`src/rtl/spi_frame_master.sv`:
```
module spi_frame_master #(
  parameter int DIV  = 2,
  parameter int MAXW = 16
) (
  input  logic                       clk,
  input  logic                       rst_n,
  input  logic                       enable,
  input  logic [$clog2(MAXW+1)-1:0]  word_len,
  input  logic [MAXW-1:0]            tx_data,
  input  logic                       tx_valid,
  output logic                       tx_ready,
  output logic [MAXW-1:0]            rx_data,
  output logic                       rx_valid,
  output logic                       sclk,
  output logic                       fss_n,
  output logic                       txd,
  input  logic                       rxd,
  output logic                       data_oe_n,
  output logic                       clk_oe_n
);
  localparam int LW = $clog2(MAXW+1);
  localparam int CW = $clog2(DIV+2);

  typedef enum logic [2:0] {IDLE, LEAD, SHIFT, TAIL, GAP} st_t;

  st_t            st;
  logic [CW-1:0]  cnt;
  logic           ph;
  logic [LW-1:0]  bits;
  logic [MAXW-1:0] tsh, rsh;
  logic [LW-1:0]  weff;
  logic           tick, take;

  assign weff = (word_len < LW'(4)) ? LW'(4) :
                (word_len > LW'(MAXW)) ? LW'(MAXW) : word_len;
  assign tick = (cnt == CW'(DIV));
  assign tx_ready = enable && (st == IDLE || (st == TAIL && tick));
  assign take = tx_ready && tx_valid;

  assign sclk      = !(st == SHIFT && ph);
  assign fss_n     = (st == IDLE) || (st == GAP);
  assign data_oe_n = (st == IDLE);
  assign txd       = (st == SHIFT || st == TAIL) ? tsh[MAXW-1] : 1'b0;
  assign clk_oe_n  = 1'b0;

  always_ff @(posedge clk or negedge rst_n) begin
    if (!rst_n) begin
      st       <= IDLE;
      cnt      <= '0;
      ph       <= 1'b0;
      bits     <= '0;
      tsh      <= '0;
      rsh      <= '0;
      rx_data  <= '0;
      rx_valid <= 1'b0;
    end else begin
      rx_valid <= 1'b0;
      cnt <= (st == IDLE || tick) ? '0 : cnt + 1'b1;
      case (st)
        IDLE: if (take) begin
          st   <= LEAD;
          tsh  <= tx_data << (LW'(MAXW) - weff);
          rsh  <= '0;
          bits <= weff;
        end
        LEAD: if (tick) begin
          st <= SHIFT;
          ph <= 1'b0;
        end
        SHIFT: if (tick) begin
          if (!ph) begin
            ph  <= 1'b1;
            rsh <= {rsh[MAXW-2:0], rxd};
            if (bits == LW'(1)) begin
              rx_valid <= 1'b1;
              rx_data  <= {rsh[MAXW-2:0], rxd};
            end
          end else begin
            ph <= 1'b0;
            if (bits == LW'(1)) st <= TAIL;
            else begin
              tsh  <= tsh << 1;
              bits <= bits - 1'b1;
            end
          end
        end
        TAIL: if (tick) begin
          if (take) begin
            st   <= GAP;
            ph   <= 1'b0;
            tsh  <= tx_data << (LW'(MAXW) - weff);
            rsh  <= '0;
            bits <= weff;
          end else st <= IDLE;
        end
        GAP: if (tick) begin
          if (ph) st <= LEAD;
          ph <= ~ph;
        end
        default: st <= IDLE;
      endcase
    end
  end
endmodule


```
`config.mk`:
```
export PLATFORM = sky130hd
export DESIGN_NAME = spi_frame_master
export DESIGN_NICKNAME = d
export VERILOG_FILES = /design/src/rtl/spi_frame_master.sv
export SDC_FILE = /design/constraint.sdc
export NUM_CORES = 1
export LEC_CHECK = 0
export ABC_AREA = 0
export BUFFER_PORTS_ARGS = -buffer_cell sky130_fd_sc_hd__buf_2
export CAP_MARGIN = 5
export CORE_MARGIN = 2
export CORE_UTILIZATION = 28
export DETAILED_ROUTE_END_ITERATION = 8
export SLEW_MARGIN = 5
export SYNTH_ARGS = -nofsm -noshare
export SYNTH_HDL_FRONTEND = slang
export SYNTH_SLANG_ARGS = --single-unit
```
`constraint.sdc`:
```
create_clock -name clk -period 2.9 [get_ports clk]
set_input_delay 0.58 -clock clk [delete_from_list [all_inputs] [get_ports clk]]
set_output_delay 0.58 -clock clk [all_outputs]
set_load 0.01 [all_outputs]
```
=== Word-level counts from Yosys, hierarchy flattened ===
Cells that the tools add are included.

* Bits in registers: 60
* Output and inout port bits: 23
* Bits of input ports: 26
* Word-level logic and storage cells: 91

* Reduce and logical (&&, ||, !) cells: 17
* Muxes and demuxes: 42
* Bitwise logic cells: 1
* Shift-type cells: 1
* Add/sub/neg operators: 3
* Equality and inequality tests: 17
* Order comparisons: 2

{| class="wikitable"
|+ Operators with widths
! kind !! number
|-
| 2-to-1 mux 16 bit || 9
|-
| one-hot mux 16 bit (3 select lines) || 2
|-
| 2-to-1 mux 5 bit || 7
|-
| 2-to-1 mux 3 bit || 9
|-
| inequality test 2 bit (second input constant) || 9
|-
| left shift 16 x 5 -> 16 bit || 1
|-
| one-hot mux 3 bit (5 select lines) || 1
|-
| one-hot mux 5 bit (3 select lines) || 1
|-
| 2-to-1 mux 1 bit || 11
|-
| AND reduction 4 bit || 2
|-
| AND reduction 8 bit || 1
|-
| == test 3 x 2 -> 1 bit (second input constant) || 2
|-
| AND reduction 6 bit || 1
|-
| == test 5 x 1 -> 1 bit (second input constant) || 1
|-
| > comparator 5 bit (second input constant) || 1
|-
| < comparator 5 x 3 -> 1 bit (second input constant) || 1
|-
| AND reduction 5 bit || 1
|-
| subtractor 5 x 1 -> 5 bit (second input constant) || 1
|-
| subtractor 5 bit (first input constant) || 1
|-
| logical AND 1 bit || 4
|-
| logical OR 1 bit || 4
|-
| inequality test 2 x 1 -> 1 bit (second input constant) || 2
|-
| one-hot mux 1 bit (4 select lines) || 1
|-
| nonzero test 4 bit || 1
|-
| 9 further kinds || 9
|}

=== Depth between registers and ports, before layout ===
* Depth after elaboration: 8
* Gate-level depth with buffers: 13
* Depth with buffers taken out: 11

=== Worst setup path after synthesis ===
OpenSTA, ideal clock, no wires.

* Path type: input -> register
* Start point: in word_len[4]
* End point: reg tsh[13]
* Path slack: -332 ps
* Data arrival time: 3104 ps
* Setup time: 128 ps
* Data required time: 2772 ps
* Stages on the path: 12
* Cells stage by stage: o21ba_2 -> and2_1 -> buf_6 -> clkinv_1 -> buf_2 -> ha_1 -> xnor2_1 -> buf_2 -> nor3_1 -> a221oi_1 -> o2bb2ai_1 -> o21ai_0

* Cells in the longest elaborated chain, start to end: 8
* Elaborated cells between the ends (all ways): 9

{| class="wikitable"
|+ Ends and longest elaborated chain
! what !! line !! source
|-
| start, declared || 8 || <nowiki>input logic [$clog2(MAXW+1)-1:0] word_len,</nowiki>
|-
| > comparator 5 bit || 35 || <nowiki>(word_len > LW'(MAXW)) ? LW'(MAXW) : word_len;</nowiki>
|-
| 2-to-1 mux 5 bit || 35 ||
|-
| 2-to-1 mux 5 bit (*) || 34 || <nowiki>assign weff = (word_len < LW'(4)) ? LW'(4) :</nowiki>
|-
| subtractor 5 bit (*) || 62, 91 ||
|-
| left shift 16 x 5 -> 16 bit (*) || 62, 91 ||
|-
| 2-to-1 mux 16 bit (*) || 60, 88 ||
|-
| 2-to-1 mux 16 bit || 87 || <nowiki>TAIL: if (tick) begin</nowiki>
|-
| one-hot mux 16 bit (3 select lines) (*) || 59 || <nowiki>case (st)</nowiki>
|-
| end signal, assigned || 62 || <nowiki>tsh <= tx_data << (LW'(MAXW) - weff);</nowiki>
|-
| end signal, assigned || 82 || <nowiki>tsh <= tsh << 1;</nowiki>
|-
| end signal, assigned || 91 || <nowiki>tsh <= tx_data << (LW'(MAXW) - weff);</nowiki>
|-
| end, declared || 30 || <nowiki>logic [MAXW-1:0] tsh, rsh;</nowiki>
|}

Every way passes the cells marked *; elsewhere a longest branch is shown, timed or not. The select of a mux whose other input is x is not followed.
A chain may end at the register's enable or synchronous reset.

=== Worst setup path in the final report ===
* Start point: in word_len[3]
* End point: reg tsh[14]

The elaborated chain is that of the path after synthesis.

==> metrics.txt <==
effective utilization at floorplan=28.96%; result of the run=finished, final reports clean; leakage dissipation=1.942 nW; DIE WIDTH=116.2 µm; power share of the sequential group=34.6%; async set-reset flop share out of synthesis=100.0%; Post-Synthesis Mean Instance Area=9.172 µm²; Power Internal=0.002143 W; Critical Path Fanout Max=9; vias in the first global route=2978; maximum clock insertion buffer count=2; switching power summed over all nets=0.001257 W; Post-CTS Hold Buffers=0; final period demand of the worst path=2.455 ns; total wire length=8761 µm; weighted congestion at the end of routability-driven global placement=0.8872; Final Net Count=466; number of design rule violations left after detail routing=0; clock latency reported for the late side of the worst-skew pair=0.32 ns; Worst Reg-to-Reg Cells=9; timing-limited maximum frequency=0.4073 GHz; sequential share of the synthesized area=41.92%; R2R Setup Slk=0.57 ns; number of I/O pins=49; first-pass GRT wire length=14920 µm; dpl hpwl=6473 µm; number of warnings issued by yosys=0; leftover overflow at the end of global routing=0; worst hold path class=input port to async pin; clock skew after layout=0.007190 ns; Peak supply drop=0.0002697 V; height of the die=116.2 µm; Max Slew Vio Count=0; post-CTS clock slew at the launch and capture registers of the worst setup and hold paths=0.05 ns; placement-stage cell area=4025 µm²; TNS Setup=0 ns; combined area of the multi-input logic cells=1906 µm²; Post-synth EDFFs=0; CTS sink cnt=59; source of the worst register-to-register timing path=cnt[0]; endpoint class of the critical path=flip-flop; Power per Cell Area=789.5 nW/µm²; maximum number of pins on one net before global-route repair=32; post-CTS setup repair buffer count=0; Register Area=1476 µm²; placed insts=593; number of standard-cell rows in the floorplan=40; worst slew margin relative to its limit=51.61%; ANT cells=0; Worst Tran Pin Value=0.7259 ns; fraction of final layout cells with drive strength greater than 1=26.08%; Area contributors post-synth=sky130_fd_sc_hd__dfrtp_1 (42%), sky130_fd_sc_hd__nand2_1 (7.6%), sky130_fd_sc_hd__mux2_2 (5.4%); primary flip-flop cell chosen by synthesis mapping=sky130_fd_sc_hd__dfrtp_1; relative contribution of combinational cells to total power=36.9%; Worst R2R End=bits[1]; overall power after layout=0.003400 W; detailed-route wire length per cell=14.39 µm; Setup-failing EPs final=0; Data required, critical path=3.15 ns; Startpoint Class=input port; CP Class=input port to flip-flop; Core Area=12160 µm²; cell area after technology mapping=3522 µm²; count of TritonRoute iterations in the first routing pass=4; clock share of power=28.5%; part of the cycle the worst path needs=84.66%; drt initial violations=193; RSZ-0062 raised after global routing=false; area added between synthesis and finish=22.27%; total of max-cap violations=0; fillers=1244; final hold viol count=0; top cell type by total area after synthesis=sky130_fd_sc_hd__dfrtp_1; global-route total usage across every layer=13.89%; IO Port Bufs=47; initial antenna violation count=0; FF+latch count, synth=59; full die area=13490 µm²; TritonCTS clock tree=built; Post-Syn Nets=414; Vias per Instance=5.010; number of library cell types mapped by synthesis=54; most frequent cells in the layout=sky130_fd_sc_hd__nand2_1 (71), sky130_fd_sc_hd__dfrtp_1 (59), sky130_fd_sc_hd__buf_2 (47), sky130_fd_sc_hd__nor2_1 (31), sky130_fd_sc_hd__o21ai_0 (30); leading cell type in the layout, fill and taps excluded=sky130_fd_sc_hd__nand2_1; switching share of total power=36.97%; count of non-filler cells in the finished layout=609; clock buffer count from CTS=9; Final Hold Slack=0.3214 ns; top-area cell type share of the netlist area=41.92%; # H-tree levels=3; remaining antenna violation count after routing=0; root cell of the clock tree=sky130_fd_sc_hd__clkbuf_16; Post-Layout Inst Area=4307 µm²; Synth Instances=384; number of gates given a new drive strength after cts=0; data arrival at the endpoint of the critical path=2.71 ns; DR vias=3051
==> layer usage <==
layer	vias to the layer above	GRT usage [%]	routed length [µm]
li1	1490	-	-
met1	1462	19.94	4323
met2	86	21.01	3897
met3	13	2.335	423
met4	0	5.238	116
met5	-	0	0
==> worst max-delay path, cell delays in order <==
cell and delay [ns]:
sky130_fd_sc_hd__buf_2 0.14, sky130_fd_sc_hd__o21ba_2 0.22, sky130_fd_sc_hd__and2_1 0.18, sky130_fd_sc_hd__clkinv_2 0.07
sky130_fd_sc_hd__ha_4 0.19, sky130_fd_sc_hd__xor2_4 0.31, sky130_fd_sc_hd__mux2i_1 0.18, sky130_fd_sc_hd__mux4_2 0.50
sky130_fd_sc_hd__o211ai_1 0.19, sky130_fd_sc_hd__o21a_1 0.14
==> power groups by stage <==
stage          combinational (W)  sequential, W  clock (W)
3_3_place_gp             0.00124        0.00118          0
4_1_cts                  0.00126        0.00118    0.00100
5_1_grt                  0.00142        0.00121    0.00104
3_5_place_dp             0.00125        0.00119          0
2_1_floorplan           0.000952        0.00112          0
6_report                 0.00125        0.00118   0.000970
==> kinds of logic (layout without fill, tap and decap cells) <==
logic type,count (synthesis),in the layout,share of synthesized area (%)
and+or+nand+nor,145,145,17.83
AOI/OAI and AO/OA,96,96,17.80
DFF,59,59,41.92
muxes,41,41,14.96
buffers and inverters,35,92,4.689
adders and majority gates,4,4,1.421
xor gates and xnor gates,3,3,1.279
other,1,1,0.1065
==> worst max path at each step <==
stage,start,slack [ns],endpoint
2_1_floorplan,word_len[2],0.06,tsh[14]
3_3_place_gp,word_len[3],0.16,tsh[14]
3_5_place_dp,word_len[3],0.11,tsh[14]
4_1_cts,word_len[3],0.44,tsh[14]
5_1_grt,word_len[3],0.22,tsh[6]
6_report,word_len[3],0.44,tsh[14]
==> cell usage after synthesis (all sizes together), types with 3 or more instances <==
library cell / n
a211oi: 3
buf: 14
mux2: 17
a221oi: 5
nor3b: 3
mux2i: 17
a41oi: 3
clkbuf: 12
o211ai: 5
o21ai: 31
nor3: 8
dfrtp: 59
nand3: 16
a21oi: 21
inv: 7
mux4: 7
ha: 4
o21a: 4
nand2: 71
nor2: 31
a31oi: 5
nand4: 3
==> through the flow <==
| stage | setup WS [ns] | utilization (%) |
|---|---|---|
| 6_report | 0.4449 | 35.41 |
| 5_1_grt | 0.2248 | 35.41 |
| 4_1_cts | 0.4432 | 35.41 |
| 3_5_place_dp | 0.1081 | 33.10 |
| 3_3_place_gp | 0.1569 | 33.10 |
| 2_1_floorplan | 0.06310 | - |
==> sequential cells by signal (all words and copies together) (netlist names) <==
| register | cells |
|---|---|
| rx_valid | 1 |
| bits | 5 |
| st | 3 |
| tsh | 16 |
| cnt | 2 |
| rsh | 15 |
| rx_data | 16 |
| ph | 1 |
==> area by class of cell <==
type / instances / share of cell area (%)
multi-input cells: 290 / 44.25
flip-flops and latches: 59 / 34.28
inverters: 9 / 0.8135
clock inverters: 4 / 0.5811
well taps: 168 / 4.881
repair buffers: 67 / 9.239
clock buffers: 12 / 5.956
(Power assumes the default switching activity.)
